<file path="src/rtl/tmr_pkg.sv">
`timescale 1ns/1ps
package tmr_pkg;
  localparam int NUM_RATES = 3;

  typedef enum logic [1:0] {
    REGION_CTRL  = 2'd0,
    REGION_VALUE = 2'd1,
    REGION_LOAD  = 2'd2,
    REGION_RSVD  = 2'd3
  } region_e;

  localparam int CTRL_SLOT = 2;
  localparam int STAT_SLOT = 3;
  localparam int STAT_BIT  = 2;

  typedef struct packed {
    logic       rd_load;
    logic [1:0] rate;
    logic       ie;
    logic       en;
  } ctrl_t;
endpackage

</file>
<file path="src/rtl/tmr_prescale.sv">
`timescale 1ns/1ps
module tmr_prescale #(
  parameter int NRATES = 3
) (
  input  logic              clk,
  input  logic              rst_n,
  input  logic              run,
  input  logic              tick,
  output logic [NRATES-1:0] step_v
);
  localparam int DIV_W = (NRATES > 1) ? NRATES - 1 : 1;

  logic [DIV_W-1:0] div_q, div_nxt;

  always_comb begin
    div_nxt = div_q;
    if (!run)      div_nxt = '0;
    else if (tick) div_nxt = div_q + 1'b1;
  end

  always_ff @(posedge clk or negedge rst_n) begin
    if (!rst_n) div_q <= '0;
    else        div_q <= div_nxt;
  end

  for (genvar k = 0; k < NRATES; k++) begin : g_rate
    if (k == 0) begin : g_full
      assign step_v[k] = run & tick;
    end else begin : g_div
      assign step_v[k] = run & tick & (&div_q[k-1:0]);
      AST_SLOWER_IMPLIES_FASTER: assert property (@(posedge clk) disable iff (!rst_n)
        step_v[k] |-> step_v[k-1]);
    end
  end
endmodule

</file>
<file path="src/rtl/tmr_down_counter.sv">
`timescale 1ns/1ps
module tmr_down_counter #(
  parameter int W = 32
) (
  input  logic         clk,
  input  logic         rst_n,
  input  logic         run,
  input  logic         step,
  input  logic [W-1:0] load_val,
  output logic [W-1:0] count,
  output logic         expire
);
  logic [W-1:0] cnt_q, cnt_nxt;

  always_comb begin
    cnt_nxt = cnt_q;
    expire  = 1'b0;
    if (!run) begin
      cnt_nxt = load_val;
    end else if (step) begin
      if (cnt_q == '0) begin
        cnt_nxt = load_val;
        expire  = 1'b1;
      end else begin
        cnt_nxt = cnt_q - 1'b1;
      end
    end
  end

  always_ff @(posedge clk or negedge rst_n) begin
    if (!rst_n) cnt_q <= '0;
    else        cnt_q <= cnt_nxt;
  end

  assign count = cnt_q;

  AST_IDLE_HOLDS: assert property (@(posedge clk) disable iff (!rst_n)
    (run && !step) |=> (cnt_q == $past(cnt_q)));
  AST_ZERO_RELOADS: assert property (@(posedge clk) disable iff (!rst_n)
    (run && step && cnt_q == '0) |=> (cnt_q == $past(load_val)));
  AST_DISABLED_TRACKS_LOAD: assert property (@(posedge clk) disable iff (!rst_n)
    !run |=> (cnt_q == $past(load_val)));
endmodule

</file>
<file path="src/rtl/tmr_snapshot.sv">
`timescale 1ns/1ps
module tmr_snapshot #(
  parameter int W = 32
) (
  input  logic         clk,
  input  logic         rst_n,
  input  logic         cap,
  input  logic [W-1:0] src,
  output logic [W-1:0] snap
);
  logic [W-1:0] snap_q, snap_nxt;

  always_comb snap_nxt = cap ? src : snap_q;

  always_ff @(posedge clk or negedge rst_n) begin
    if (!rst_n) snap_q <= '0;
    else        snap_q <= snap_nxt;
  end

  assign snap = snap_q;
endmodule

</file>
<file path="src/rtl/tmr_unit.sv">
`timescale 1ns/1ps
module tmr_unit
  import tmr_pkg::*;
#(
  parameter int TMR_W  = 32,
  parameter int ADDR_W = 4
) (
  input  logic              clk,
  input  logic              rst_n,
  input  logic              tick_1mhz,
  input  logic              wr_en,
  input  logic              rd_en,
  input  logic [ADDR_W-1:0] addr,
  input  logic [7:0]        wdata,
  output logic [7:0]        rdata,
  output logic              irq
);
  localparam int NBYTES = TMR_W / 8;
  localparam int BSEL_W = $clog2(NBYTES);

  // reset synchronizer: asynchronous assert, synchronous release
  logic rst_meta_q, rst_sync_n;
  always_ff @(posedge clk or negedge rst_n) begin
    if (!rst_n) begin
      rst_meta_q <= 1'b0;
      rst_sync_n <= 1'b0;
    end else begin
      rst_meta_q <= 1'b1;
      rst_sync_n <= rst_meta_q;
    end
  end

  // address decode
  region_e           region;
  logic [BSEL_W-1:0] bsel;
  assign region = region_e'(addr[ADDR_W-1:BSEL_W]);
  assign bsel   = addr[BSEL_W-1:0];

  logic ctrl_wr, stat_wr, snap_cap;
  assign ctrl_wr  = wr_en && region == REGION_CTRL && bsel == BSEL_W'(CTRL_SLOT);
  assign stat_wr  = wr_en && region == REGION_CTRL && bsel == BSEL_W'(STAT_SLOT);
  assign snap_cap = rd_en && region == REGION_VALUE && bsel == '0;

  // control register
  ctrl_t ctrl_q, ctrl_nxt;
  always_comb ctrl_nxt = ctrl_wr ? ctrl_t'(wdata[4:0]) : ctrl_q;
  always_ff @(posedge clk or negedge rst_sync_n) begin
    if (!rst_sync_n) ctrl_q <= '0;
    else             ctrl_q <= ctrl_nxt;
  end

  // load value, byte-writable
  logic [TMR_W-1:0] load_q, load_nxt;
  for (genvar b = 0; b < NBYTES; b++) begin : g_load
    always_comb
      load_nxt[b*8 +: 8] = (wr_en && region == REGION_LOAD && bsel == BSEL_W'(b))
                           ? wdata : load_q[b*8 +: 8];
  end
  always_ff @(posedge clk or negedge rst_sync_n) begin
    if (!rst_sync_n) load_q <= '0;
    else             load_q <= load_nxt;
  end

  // rate selection
  logic [NUM_RATES-1:0] step_v;
  logic [1:0]           rate_idx;
  logic                 step;
  assign rate_idx = (int'(ctrl_q.rate) >= NUM_RATES) ? 2'(NUM_RATES - 1) : ctrl_q.rate;
  assign step     = step_v[rate_idx];

  tmr_prescale #(.NRATES(NUM_RATES)) u_prescale (
    .clk    (clk),
    .rst_n  (rst_sync_n),
    .run    (ctrl_q.en),
    .tick   (tick_1mhz),
    .step_v (step_v)
  );

  logic [TMR_W-1:0] count;
  logic             expire;
  tmr_down_counter #(.W(TMR_W)) u_counter (
    .clk      (clk),
    .rst_n    (rst_sync_n),
    .run      (ctrl_q.en),
    .step     (step),
    .load_val (load_q),
    .count    (count),
    .expire   (expire)
  );

  // sticky status flag, write 1 to clear, set wins
  logic stat_q, stat_nxt;
  always_comb stat_nxt = expire | (stat_q & ~(stat_wr & wdata[STAT_BIT]));
  always_ff @(posedge clk or negedge rst_sync_n) begin
    if (!rst_sync_n) stat_q <= 1'b0;
    else             stat_q <= stat_nxt;
  end

  assign irq = stat_q & ctrl_q.ie;

  // snapshot of the selected source
  logic [TMR_W-1:0] src, snap;
  assign src = ctrl_q.rd_load ? load_q : count;

  tmr_snapshot #(.W(TMR_W)) u_snapshot (
    .clk   (clk),
    .rst_n (rst_sync_n),
    .cap   (snap_cap),
    .src   (src),
    .snap  (snap)
  );

  // read data
  logic [7:0] rdata_q, rdata_nxt;
  always_comb begin
    rdata_nxt = 8'h00;
    unique case (region)
      REGION_CTRL: begin
        if (bsel == BSEL_W'(CTRL_SLOT))      rdata_nxt = {3'b000, ctrl_q};
        else if (bsel == BSEL_W'(STAT_SLOT)) rdata_nxt = 8'(stat_q) << STAT_BIT;
      end
      REGION_VALUE: rdata_nxt = (bsel == '0) ? src[7:0] : snap[bsel*8 +: 8];
      REGION_LOAD:  rdata_nxt = load_q[bsel*8 +: 8];
      default:      rdata_nxt = 8'h00;
    endcase
  end

  always_ff @(posedge clk or negedge rst_sync_n) begin
    if (!rst_sync_n) rdata_q <= 8'h00;
    else if (rd_en)  rdata_q <= rdata_nxt;
  end
  assign rdata = rdata_q;

  AST_IRQ_NEEDS_ENABLE: assert property (@(posedge clk) disable iff (!rst_sync_n)
    !ctrl_q.ie |-> !irq);
  AST_STATUS_STICKY: assert property (@(posedge clk) disable iff (!rst_sync_n)
    (stat_q && !(stat_wr && wdata[STAT_BIT])) |=> stat_q);
  AST_SNAP_NO_RELATCH: assert property (@(posedge clk) disable iff (!rst_sync_n)
    (rd_en && region == REGION_VALUE && bsel != '0) |=> $stable(snap));
  AST_EXPIRY_SETS_FLAG: assert property (@(posedge clk) disable iff (!rst_sync_n)
    expire |=> stat_q);
endmodule

</file>
<file path="config.mk">
export PLATFORM = sky130hd
export DESIGN_NAME = tmr_unit
export DESIGN_NICKNAME = d
export VERILOG_FILES = /design/src/rtl/tmr_pkg.sv /design/src/rtl/tmr_prescale.sv /design/src/rtl/tmr_down_counter.sv /design/src/rtl/tmr_snapshot.sv /design/src/rtl/tmr_unit.sv
export SDC_FILE = /design/constraint.sdc
export NUM_CORES = 1
export LEC_CHECK = 0
export BUFFER_PORTS_ARGS = -buffer_cell sky130_fd_sc_hd__buf_2
export CORE_UTILIZATION = 60
export CTS_CLUSTER_SIZE = 12
export DETAILED_ROUTE_END_ITERATION = 16
export PLACE_DENSITY = 0.78
export SETUP_SLACK_MARGIN = 0.5
export SYNTH_ARGS = -nofsm -noshare
export SYNTH_HDL_FRONTEND = slang
export SYNTH_SLANG_ARGS = --single-unit
</file>
<file path="constraint.sdc">
create_clock -name clk -period 7.7 [get_ports clk]
set_input_delay 0 -clock clk [delete_from_list [all_inputs] [get_ports clk]]
set_output_delay 0 -clock clk [all_outputs]
set_load 0.1 [all_outputs]
</file>
# After elaboration in Yosys (flattened, before gate mapping)
# Cells that the tools add are included.
# classes
add_sub_neg	2
order_cmp	2
n_eq_ne	7
shift	2
muxes	16
bitwise	8
reduce_logical	14
# ops
op	n
32-bit 2-to-1 mux	4
32-bit by 6-bit indexed part select with 8-bit output	2
32-bit logical NOT	1
32-bit by 1-bit subtractor with 32-bit output (second input constant)	1
8-bit one-hot mux with 3 select lines	1
8-bit 2-to-1 mux	2
1-bit logical AND	10
1-bit bitwise AND	6
2-bit equality test (second input constant)	3
2-bit 2-to-1 mux	3
2-bit by 1-bit equality test with 1-bit output (second input constant)	2
2-bit logical NOT	2
1-bit 2-to-1 mux	4
2-bit by 3-bit < comparator with 1-bit output (second input constant)	1
3-bit 2-to-1 mux	1
2-bit by 1-bit adder with 2-bit output (second input constant)	1
1-bit binary-select mux with 2-bit select	1
2-bit greater-or-equal comparator (second input constant)	1
2-bit by 1-bit inequality test with 1-bit output (second input constant)	1
2-bit inequality test (second input constant)	1
2-bit AND reduction	1
1-bit inverter	1
1-bit OR	1
# totals
reg_bits	114
in_bits	17
output_inout_bits	9
wordCells	66

# Longest topological paths before layout
# Gate-level depths: netlist (run 1).
# logic_depth
word_depth	7
depth_mapped	9
depth_no_buf	8

# Cells and area by module
# From an unflattened synthesis (run 1), not the netlist that was laid out.
# unflattened
hier_cells	558
area_unflattened_um2	6537.5
# by_module_without_submodules
mod	n_inst	cells_per_inst	area_per_inst_um2	seq_area_each_um2
tmr_unit	1	223	2866.5	1201.2
tmr_down_counter	1	257	2209.6	800.8
tmr_snapshot	1	68	1345.0	800.8
tmr_prescale	1	10	116.4	50.0

# Worst setup path before layout (run 1)
# Ideal clock, no wire load.
# synth_timing
path_kind	register to register
from	register u_counter.cnt_q[10], in the netlist u_counter.count[10]
to	register u_counter.cnt_q[27], in the netlist u_counter.count[27]
setup_ns	0.126
t_arrival_ns	1.871
required_ns	7.574
path_slack_ns	5.703
stages_incl_launch_ff	7
path_buffers	1
period_less_slack_ns	1.997
cell_sequence	dfrtp_1 > nor4_4 > nand4_4 > o31ai_4 > buf_2 > a21oi_1 > a221o_1
# synth_between
elab_chain_len	4
word_cells_on_any_way	5
cone_classes	add/sub (1); mux (3); reduce/logical (1)
# synth_lines
item	line_no	rtl
from (decl)	tmr_down_counter.sv:13	logic [W-1:0] cnt_q, cnt_nxt;
from (signal assigned)	tmr_down_counter.sv:32	else cnt_q <= cnt_nxt;
32-bit by 1-bit subtractor with 32-bit output or 32-bit logical NOT (tied branches)	tmr_down_counter.sv:25, tmr_down_counter.sv:21	
32-bit 2-to-1 mux (*)	tmr_down_counter.sv:21	if (cnt_q == '0) begin
32-bit 2-to-1 mux (*)	tmr_down_counter.sv:20	end else if (step) begin
32-bit 2-to-1 mux (*)	tmr_down_counter.sv:18	if (!run) begin
# Mark *: on every way between the ends. The rest lies on a longest branch, timed or not. The select of a mux whose other input is x is not followed.
# A chain may end at the register's enable or synchronous reset.

# Final worst setup path (run 1)
# layout_timing
from	register u_counter.cnt_q[10], in the netlist u_counter.count[10]
to	register u_counter.cnt_q[11], in the netlist u_counter.count[11]
# The elaborated chain is that of the path after synthesis.

==> results of run 1 <==
-- cell type report --
type	count	area [um2]
fill	747	3030
multi-input combinational	407	2930
sequential	106	2660
timing repair buffer	40	265
tap	129	161
clock buffer	11	141
clock inverter	4	73.8
inverter	8	30.0
-- through the flow --
stage | cell area [um2] | hold slack (ns)
finish | 6250 | 0.0161
global route | 6250 | 0.0174
CTS | 6250 | 0.00239
detailed placement | 5930 | -0.211
global placement | 5930 | -0.216
floorplan | 5760 | -0.296
-- metal layers --
layer | up-vias | track usage | routed length [um] | share of wire
li1 | 2092 | - | - | -
met1 | 2340 | 0.469 | 6720 | 0.42
met2 | 208 | 0.556 | 7780 | 0.48
met3 | 39 | 0.0557 | 927 | 0.057
met4 | 0 | 0.182 | 729 | 0.045
met5 | - | 0 | 0 | 0
-- cell families (layout without fill, tap and decap cells) --
| kind of cell | Yosys count | in the layout | synth area share |
|---|---|---|---|
| adders and majority gates | 3 | 3 | 0.00652 |
| buffers and inverters | 41 | 63 | 0.0307 |
| DFF | 106 | 106 | 0.461 |
| and+or+nand+nor | 180 | 180 | 0.160 |
| xor gates and xnor gates | 1 | 1 | 0.00152 |
| other | 1 | 1 | 0.000652 |
| muxes | 85 | 85 | 0.192 |
| AOI/OAI and AO/OA | 137 | 137 | 0.148 |
-- registers in the layout (all words and copies together), names as in the netlist --
| name | flops |
|---|---|
| ctrl_q | 5 |
| load_q | 32 |
| rdata | 8 |
| rst_meta_q | 1 |
| rst_sync_n | 1 |
| stat_q | 1 |
| u_counter.count | 32 |
| u_prescale.div_q | 2 |
| u_snapshot.snap | 24 |
-- power by group --
group | switching, mW | internal, mW | leakage [nW]
clock network | 0.191 | 0.191 | 0.110
registers | 0.259 | 0.732 | 1.31
logic | 0.361 | 0.283 | 1.16
total | 0.810 | 1.21 | 2.58
-- cell usage in the layout, fill, tap and decap left out, types with 4 or more instances in the layout --
cell type,netlist,layout
dfrtp_1,106,105
o21a_1,4,4
nand4_1,6,6
buf_4,0,4
a31oi_1,11,11
nand2_1,53,53
inv_1,7,7
nor3_2,4,4
mux2i_1,26,26
dlygate4sd3_1,0,11
o21ai_0,51,51
mux2_2,43,43
buf_2,12,25
mux4_2,16,16
nand3_1,24,24
a22oi_1,8,8
nor3_1,13,13
nor4_1,8,8
clkbuf_8,0,10
a21oi_1,33,33
and3_1,4,4
and2_1,6,6
o22a_1,5,5
nor2_1,42,42
-- path summary, 6_finish.rpt --
| path | slack [ns] | cells past startpoint | to |
|---|---|---|---|
| setup / recovery | 4.92 | 6 | u_counter.count[11] |
| setup reg to reg | 4.92 | 6 | u_counter.count[11] |
| min in group asynchronous | 0.36 | 0 | u_snapshot.snap[21] |
| hold / removal | 0.02 | 2 | rdata[5] |
| hold reg to reg | 0.36 | 0 | u_snapshot.snap[21] |
| max in group asynchronous | 6.15 | 1 | u_counter.count[19] |
-- what timing repair did --
action                                  in CTS  in global routing
hold buffers                                11                  0
endpoints found under the setup margin       0                  0
hold endpoints to repair                    41                  0
==> metrics, run 1 <==
Resize count post-CTS 0; RSZ-0062 raised after global routing false; final hold viol count 0; max-slew violation count 0; CTS tree built; clk buf depth 2; Critical Path RT 7.96 ns; DRT iter0 DRCs 361; cell family with most CP delay compound AO/OA/AOI/OAI gates; post-synth top area cell dfrtp_1; Pwr Density 322 mW/mm2; dpl hpwl 11,400 um; crit-path cells nor4_4, nand4_4, o31ai_4, nor4_1, a31oi_1, nand3_1; setup slack after layout 4.92 ns; H-tree Lvls 3; Peak Freq 360 MHz; largest net degree at the start of global routing 56; cell row count 35; die area 0.00999 mm2; Die Y 99.9 um; Synth top area share 0.461; first-pass GRT wire length 25,700 um; Worst Path Arrival 3.04 ns; non-filler instance count after layout 705; Gate Count Post-Synth 554; number of synthesis warnings 0; worst rel slew slack 0.203; pre-CTS WS 4.98 ns; share of layout cells above drive strength 1 0.207; number of remaining DRC errors 0; vias after detailed routing 4,679; drt wl/cell 22.9 um; Antenna Nets Post-Route 0; core area 0.00928 mm2; hold_sp rd_en; top-count cell post-synth dfrtp_1; number of max-cap violations 0; reg2reg start u_counter.count[10]; TritonCTS Buffers 9; die width 99.9 um; area grow syn2layout 8.67%; antenna violations before repair 0; commonest cells in the synthesized netlist dfrtp_1 (106), nand2_1 (53), o21ai_0 (51), mux2_2 (43), nor2_1 (42); Mapped Area 0.00576 mm2; final setup fails 0; crit path max fanout 24; Crit path largest cell delay 0.98 ns; number of library cell types mapped by synthesis 63; sequential fraction of the synthesis area 0.461; Critical path buffers and inverters 0; clock latency on the worst-skew pair 0.38 ns; top cells by area, synth dfrtp_1 (46%), mux2_2 (8.4%), mux4_2 (6.3%), mux2i_1 (4.5%), o21ai_0 (4.4%); worst-margin pin slew 1.20 ns; CP Class reg2reg; clk slew on worst S/H paths 0.10 ns; number of synthesized flops with an enable pin 0; CP Capture Type flop; Starting Density 0.620; post-layout util 0.674; worst hold path class in2reg; CP startpoint u_counter.count[10]; global route total overflow 0; synthesized flop and latch total 106; total track usage 0.350; clock root cell clkbuf_8; final period utilization 0.361; setup TNS 0 ns; drt first pass iters 7; Port Buf Inserts 25; mean post-synth cell area 10.4 um2; post-layout power 2.02 mW; Placed Instances 679; gpl congestion 1.05; commonest register cell after synthesis dfrtp_1; status finished, final reports clean; Post CTS Setup Buffer Count 0; LEAKAGE 2.58 nW; critical path startpoint category flop; Synth async-reset ratio 1.00; Peak VDD IR 0.199 mV; Mapped Nets 574; fin crit period 2.78 ns; critical path's slowest cell o31ai_4; Final #Nets 592; io pins 26; n_diodes 0; routed wire length 16,200 um; CTS Sinks 106; clk_skew 0.00950 ns; vias in the first global route 4,641; vias per cell 6.64
Note: power is estimated with default switching activity, not from simulation.
==> inputs of run 2 (changes only) <==
--- a/config.mk
+++ b/config.mk
@@ -6,10 +6,10 @@
 export NUM_CORES = 1
 export LEC_CHECK = 0
 export BUFFER_PORTS_ARGS = -buffer_cell sky130_fd_sc_hd__buf_2
-export CORE_UTILIZATION = 60
+export CORE_UTILIZATION = 56
 export CTS_CLUSTER_SIZE = 12
 export DETAILED_ROUTE_END_ITERATION = 16
-export PLACE_DENSITY = 0.78
+export PLACE_DENSITY = 0.76
 export SETUP_SLACK_MARGIN = 0.5
 export SYNTH_ARGS = -nofsm -noshare
 export SYNTH_HDL_FRONTEND = slang
==> constraint.sdc (replaced) <==
create_clock -name clk -period 2.25 [get_ports clk]
set_input_delay 0 -clock clk [delete_from_list [all_inputs] [get_ports clk]]
set_output_delay 0 -clock clk [all_outputs]
set_load 0.1 [all_outputs]
==> run 2 against run 1 <==
  * Combinational power rose to 5.5 times the previous value
  * Worst setup slack lost 4.8 ns
  * Design area increased by 18%
  * Maximum frequency increased by 28%
  * Global-route usage grew 1.1 points
  * Via count grew 11%
  * Highest routed layer unchanged
==> metrics, run 2 (same netlist as run 1, synthesis figures left out) <==
max-slew violation count 0; final period utilization 0.964; critical path's slowest cell dfrtp_2; Worst Path Arrival 2.49 ns; DRT iter0 DRCs 386; crit-path cells nor4_4, buf_4, nand4_4, buf_6, o31ai_4, buf_6, buf_6, buf_6, o21a_1, o22a_1; vias after detailed routing 5,214; commonest non-fill, non-tap cell in the layout dfrtp_1; worst-margin pin slew 1.33 ns; drt wl/cell 22.9 um; CTS Sinks 106; total track usage 0.362; final setup fails 0; area grow syn2layout 28.7%; critical path startpoint category flop; CTS tree built; routed wire length 18,400 um; antenna violations before repair 0; DP Area 0.00641 mm2; clock latency on the worst-skew pair 0.38 ns; H-tree Lvls 3; reg2reg path depth 10; drt first pass iters 5; dpl hpwl 12,300 um; global route total overflow 0; clk slew on worst S/H paths 0.10 ns; Antenna Nets Post-Route 0; gpl congestion 0.976; Die Y 103 um; vias in the first global route 5,155; worst hold path class in2reg; RSZ-0062 raised after global routing true; n_diodes 0; TritonCTS Buffers 9; clk buf depth 2; CP Class reg2reg; Crit path largest cell delay 0.44 ns; die width 103 um; first-pass GRT wire length 28,100 um; status finished, final reports clean; Pwr Density 1070 mW/mm2; post-layout util 0.751; Critical Path RT 2.57 ns; Peak Freq 461 MHz; crit path max fanout 5; number of remaining DRC errors 0; most frequent cells in the layout dfrtp_1 (98), buf_4 (75), nand2_1 (50), mux2_2 (38), nor2_1 (36); core area 0.00986 mm2; Post-Layout Inst Area 0.00741 mm2; LEAKAGE 3.13 nW; io pins 26; CP dominant cell by count buf_6; clk_skew 0.00791 ns; largest net degree at the start of global routing 105; number of max-cap violations 0; cell row count 36; Min-Delay Path Depth 2; Starting Density 0.583; Final #Nets 684; vias per cell 6.50; Peak VDD IR 0.686 mV; clock root cell clkbuf_8; CP Capture Type flop; worst rel slew slack 0.109; die area 0.0107 mm2; share of layout cells above drive strength 1 0.417; Port Buf Inserts 25; fin crit period 2.17 ns; final hold viol count 0
## run 2: cell count changes in the layout (fill, tap and decap cells not counted), sizes merged
cell and delta:
clkinvlp +2, bufbuf +1, bufinv -2, buf +91
clkinv +3, clkbuf -2
## run 2: power breakdown
group          leakage, nW  internal, mW  total, mW  switching, mW
sequential            1.30          2.52       3.29          0.775
clock               0.0871         0.410       1.11          0.704
combinational         1.74          1.70       3.52           1.81
## run 2: metrics by stage
step	setup TNS (ns)	hold slack, ns	std cells	setup WS (ns)	power (mW)
detailed placement	-0.0231	-0.212	735	-0.0123	6.05
floorplan	0	-0.296	554	0.275	4.92
global route	0	0.0428	802	0.0205	8.29
finish	0	0.0211	802	0.0803	7.92
CTS	0	0.0185	794	0.173	7.58
global placement	0	-0.216	735	0.0178	5.95
## run 2: path summary, 6_finish.rpt
check,start,end,slack [ns]
max in group asynchronous,rst_sync_n,u_counter.count[20],1.39
max reg2reg,u_counter.count[9],u_counter.count[31],0.08
min,rd_en,rdata[6],0.02
min reg2reg,rst_meta_q,rst_sync_n,0.37
min in group asynchronous,rst_sync_n,u_snapshot.snap[13],0.39
max,u_counter.count[9],u_counter.count[31],0.08
## run 2: layer usage
metal  part of all wire  wire, um  global-route usage
met1               0.39      7200               0.454
met2               0.49      8990               0.580
met4              0.050       923               0.210
met3              0.070      1290              0.0780
met5                  0         0                   0
## run 2: timing repair
item                       4_1_cts  5_1_grt
buffers inserted                30        6
setup endpoints to repair       41       41
gates cloned                     2        2
resized for setup               57       54
pin swaps                       26       23
hold buffers                    11        0
hold endpoints to repair        41        0
## run 2: worst max-delay path: cells and delay by family, from the launching register on
family / cells / cell delay, ns
simple gates: 2 / 0.43
flops: 1 / 0.44
buf+inv: 5 / 0.73
compound gates: 3 / 0.51
## run 2: area by class of cell
type / instances / area (um2)
inverter: 8 / 30.0
sequential: 106 / 2670
timing repair buffer: 132 / 1090
multi-input combinational: 407 / 3280
clock inverter: 7 / 53.8
fill: 654 / 2460
clock buffer: 9 / 124
tap: 133 / 166
==> inputs of run 3 (changes only) <==
--- a/config.mk
+++ b/config.mk
@@ -6,10 +6,10 @@
 export NUM_CORES = 1
 export LEC_CHECK = 0
 export BUFFER_PORTS_ARGS = -buffer_cell sky130_fd_sc_hd__buf_2
-export CORE_UTILIZATION = 56
+export CORE_UTILIZATION = 60
 export CTS_CLUSTER_SIZE = 12
 export DETAILED_ROUTE_END_ITERATION = 16
-export PLACE_DENSITY = 0.76
+export PLACE_DENSITY = 0.78
 export SETUP_SLACK_MARGIN = 0.5
 export SYNTH_ARGS = -nofsm -noshare
 export SYNTH_HDL_FRONTEND = slang
==> constraint.sdc (replaced) <==
create_clock -name clk -period 2.6 [get_ports clk]
set_input_delay 0 -clock clk [delete_from_list [all_inputs] [get_ports clk]]
set_output_delay 0 -clock clk [all_outputs]
set_load 0.1 [all_outputs]
==> run 3 against run 2 <==
  * First-iteration DRC count grew 13%
  * Sequential cell count is the same
  * Critical path depth shrank 1
  * Design area shrank 4.7%
  * Maximum frequency grew 0.86%
  * Clock power shrank 15%
  * Worst setup slack gained 0.37 ns
  * Combinational power shrank 24%
  * Die area shrank 6.5%
  * Sequential share of layout area grew 1.8 points
  * Largest power group is now sequential cells
  * Highest routed layer unchanged
==> metrics, run 3 (same netlist as run 1, synthesis figures left out) <==
LEAKAGE 2.97 nW; vias after detailed routing 5,073; max-slew violation count 0; gpl congestion 1.01; fin crit period 2.15 ns; io pins 26; RSZ-0062 raised after global routing true; Antenna Nets Post-Route 0; Peak Freq 465 MHz; CP Class reg2reg; Placed Instances 711; Fin Hold WS 0.00801 ns; number of remaining DRC errors 0; vias per cell 6.53; vias in the first global route 5,014; worst hold endpoint rdata[4]; Port Buf Inserts 25; drt wl/cell 22.3 um; commonest non-fill, non-tap cell in the layout dfrtp_1; crit path max fanout 6; clk_skew 0.0168 ns; multi-input combinational cell area 0.00319 mm2; total track usage 0.371; largest net degree at the start of global routing 54; area grow syn2layout 22.6%; post-layout power 6.56 mW; worst hold path class in2reg; final period utilization 0.827; global route total overflow 0; drt first pass iters 6; non-filler instance count after layout 777; die width 99.9 um; core area 0.00928 mm2; Worst Path Arrival 2.48 ns; H-tree Lvls 3; clock latency on the worst-skew pair 0.38 ns; reg2reg path depth 9; n_diodes 0; clk buf depth 2; DRT iter0 DRCs 438; Peak VDD IR 0.515 mV; clk slew on worst S/H paths 0.10 ns; critical path startpoint category flop; TritonCTS Buffers 9; Starting Density 0.620; antenna violations before repair 0; final setup fails 0; worst-margin pin slew 0.905 ns; number of max-cap violations 0; Critical Path RT 2.93 ns; CTS tree built; worst rel slew slack 0.395; hold_sp addr[3]; Die Y 99.9 um; share of layout cells above drive strength 1 0.356; reg2reg end u_counter.count[4]; routed wire length 17,300 um; Final #Nets 663; setup TNS 0 ns; CTS Sinks 106; Min-Delay Path Depth 4; die area 0.00999 mm2; cell row count 35; CP Capture Type flop; most frequent cells in the layout dfrtp_1 (98), buf_4 (64), nand2_1 (52), o21ai_0 (43), mux2_2 (43); FILL cells 665; status finished, final reports clean; reg2reg setup slack 0.45 ns; dpl hpwl 12,200 um; reg2reg start u_counter.count[1]; Storage cell area 0.00267 mm2; final hold viol count 0; Pwr Density 929 mW/mm2; first-pass GRT wire length 27,300 um; clock root cell clkbuf_8
run 3: cell count changes in the layout (fill, tap and decap cells not counted), moves of 5 or more:
cell | previous run | this run
o21ai_0 | 33 | 43
buf_4 | 75 | 64
mux2_2 | 38 | 43
o21ai_1 | 16 | 8
a22oi_1 | 1 | 6
buf_6 | 16 | 5
mux2_4 | 5 | 0
a22oi_2 | 8 | 3
nand3_2 | 9 | 4
a21oi_1 | 25 | 30
run 3: power by group:
group / internal (mW) / leakage [nW] / switching [mW] / total, mW
registers: 2.18 / 1.30 / 0.758 / 2.94
clock network: 0.376 / 0.0868 / 0.563 / 0.939
logic: 1.30 / 1.58 / 1.39 / 2.68
run 3: area by class of cell:
cell class                      instances  share of cell area
Tap cell                              129              0.0229
Timing Repair Buffer                  110               0.119
Clock inverter                          4             0.00372
Multi-Input combinational cell        408               0.451
Inverter                                8             0.00425
Sequential cell                       106               0.378
Clock buffer                           12              0.0206
run 3: worst max-delay path by stage:
stage,startpoint,endpoint,slack (ns),depth (start not counted)
after floorplan,u_counter.count[10],u_counter.count[27],0.60,6
after global placement,u_counter.count[0],u_counter.count[17],0.06,8
final,u_counter.count[1],u_counter.count[4],0.45,9
after CTS,u_counter.count[2],u_counter.count[13],0.49,7
after detailed placement,u_counter.count[1],u_counter.count[17],0.04,8
after global routing,u_counter.count[1],u_counter.count[4],0.37,9
run 3: timing repair:
action                                  CTS  global route
endpoints found under the hold margin    42             0
endpoints found under the setup margin   34            33
pin swaps                                 9            11
hold buffers                             12             0
resized for setup                        35            35
buffers inserted                         25            11
gates cloned                              1             1
run 3: worst max-delay path, stage by stage, from the launching register on:
cell and delay [ns]:
dfrtp_1 0.43, inv_2 0.13, ha_4 0.16, nor4b_4 0.20
nand3_2 0.16, buf_6 0.16, or3_4 0.39, o2bb2ai_2 0.15
a41oi_1 0.17, o22a_1 0.15
run 3: through the flow:
stage / setup slack (ns) / area [um2] / util
finish: 0.449 / 7060 / 0.760
global route: 0.366 / 7060 / 0.760
CTS: 0.489 / 6850 / 0.738
detailed placement: 0.0437 / 6200 / 0.667
global placement: 0.0618 / 6200 / 0.667
floorplan: 0.603 / 5760 / -
run 3: layer usage:
metal	GRT usage	share of wire	vias to the layer above
met3	0.0745	0.070	65
met1	0.481	0.40	2492
met4	0.218	0.058	0
met2	0.584	0.47	272
met5	0	0	-
li1	-	-	2244
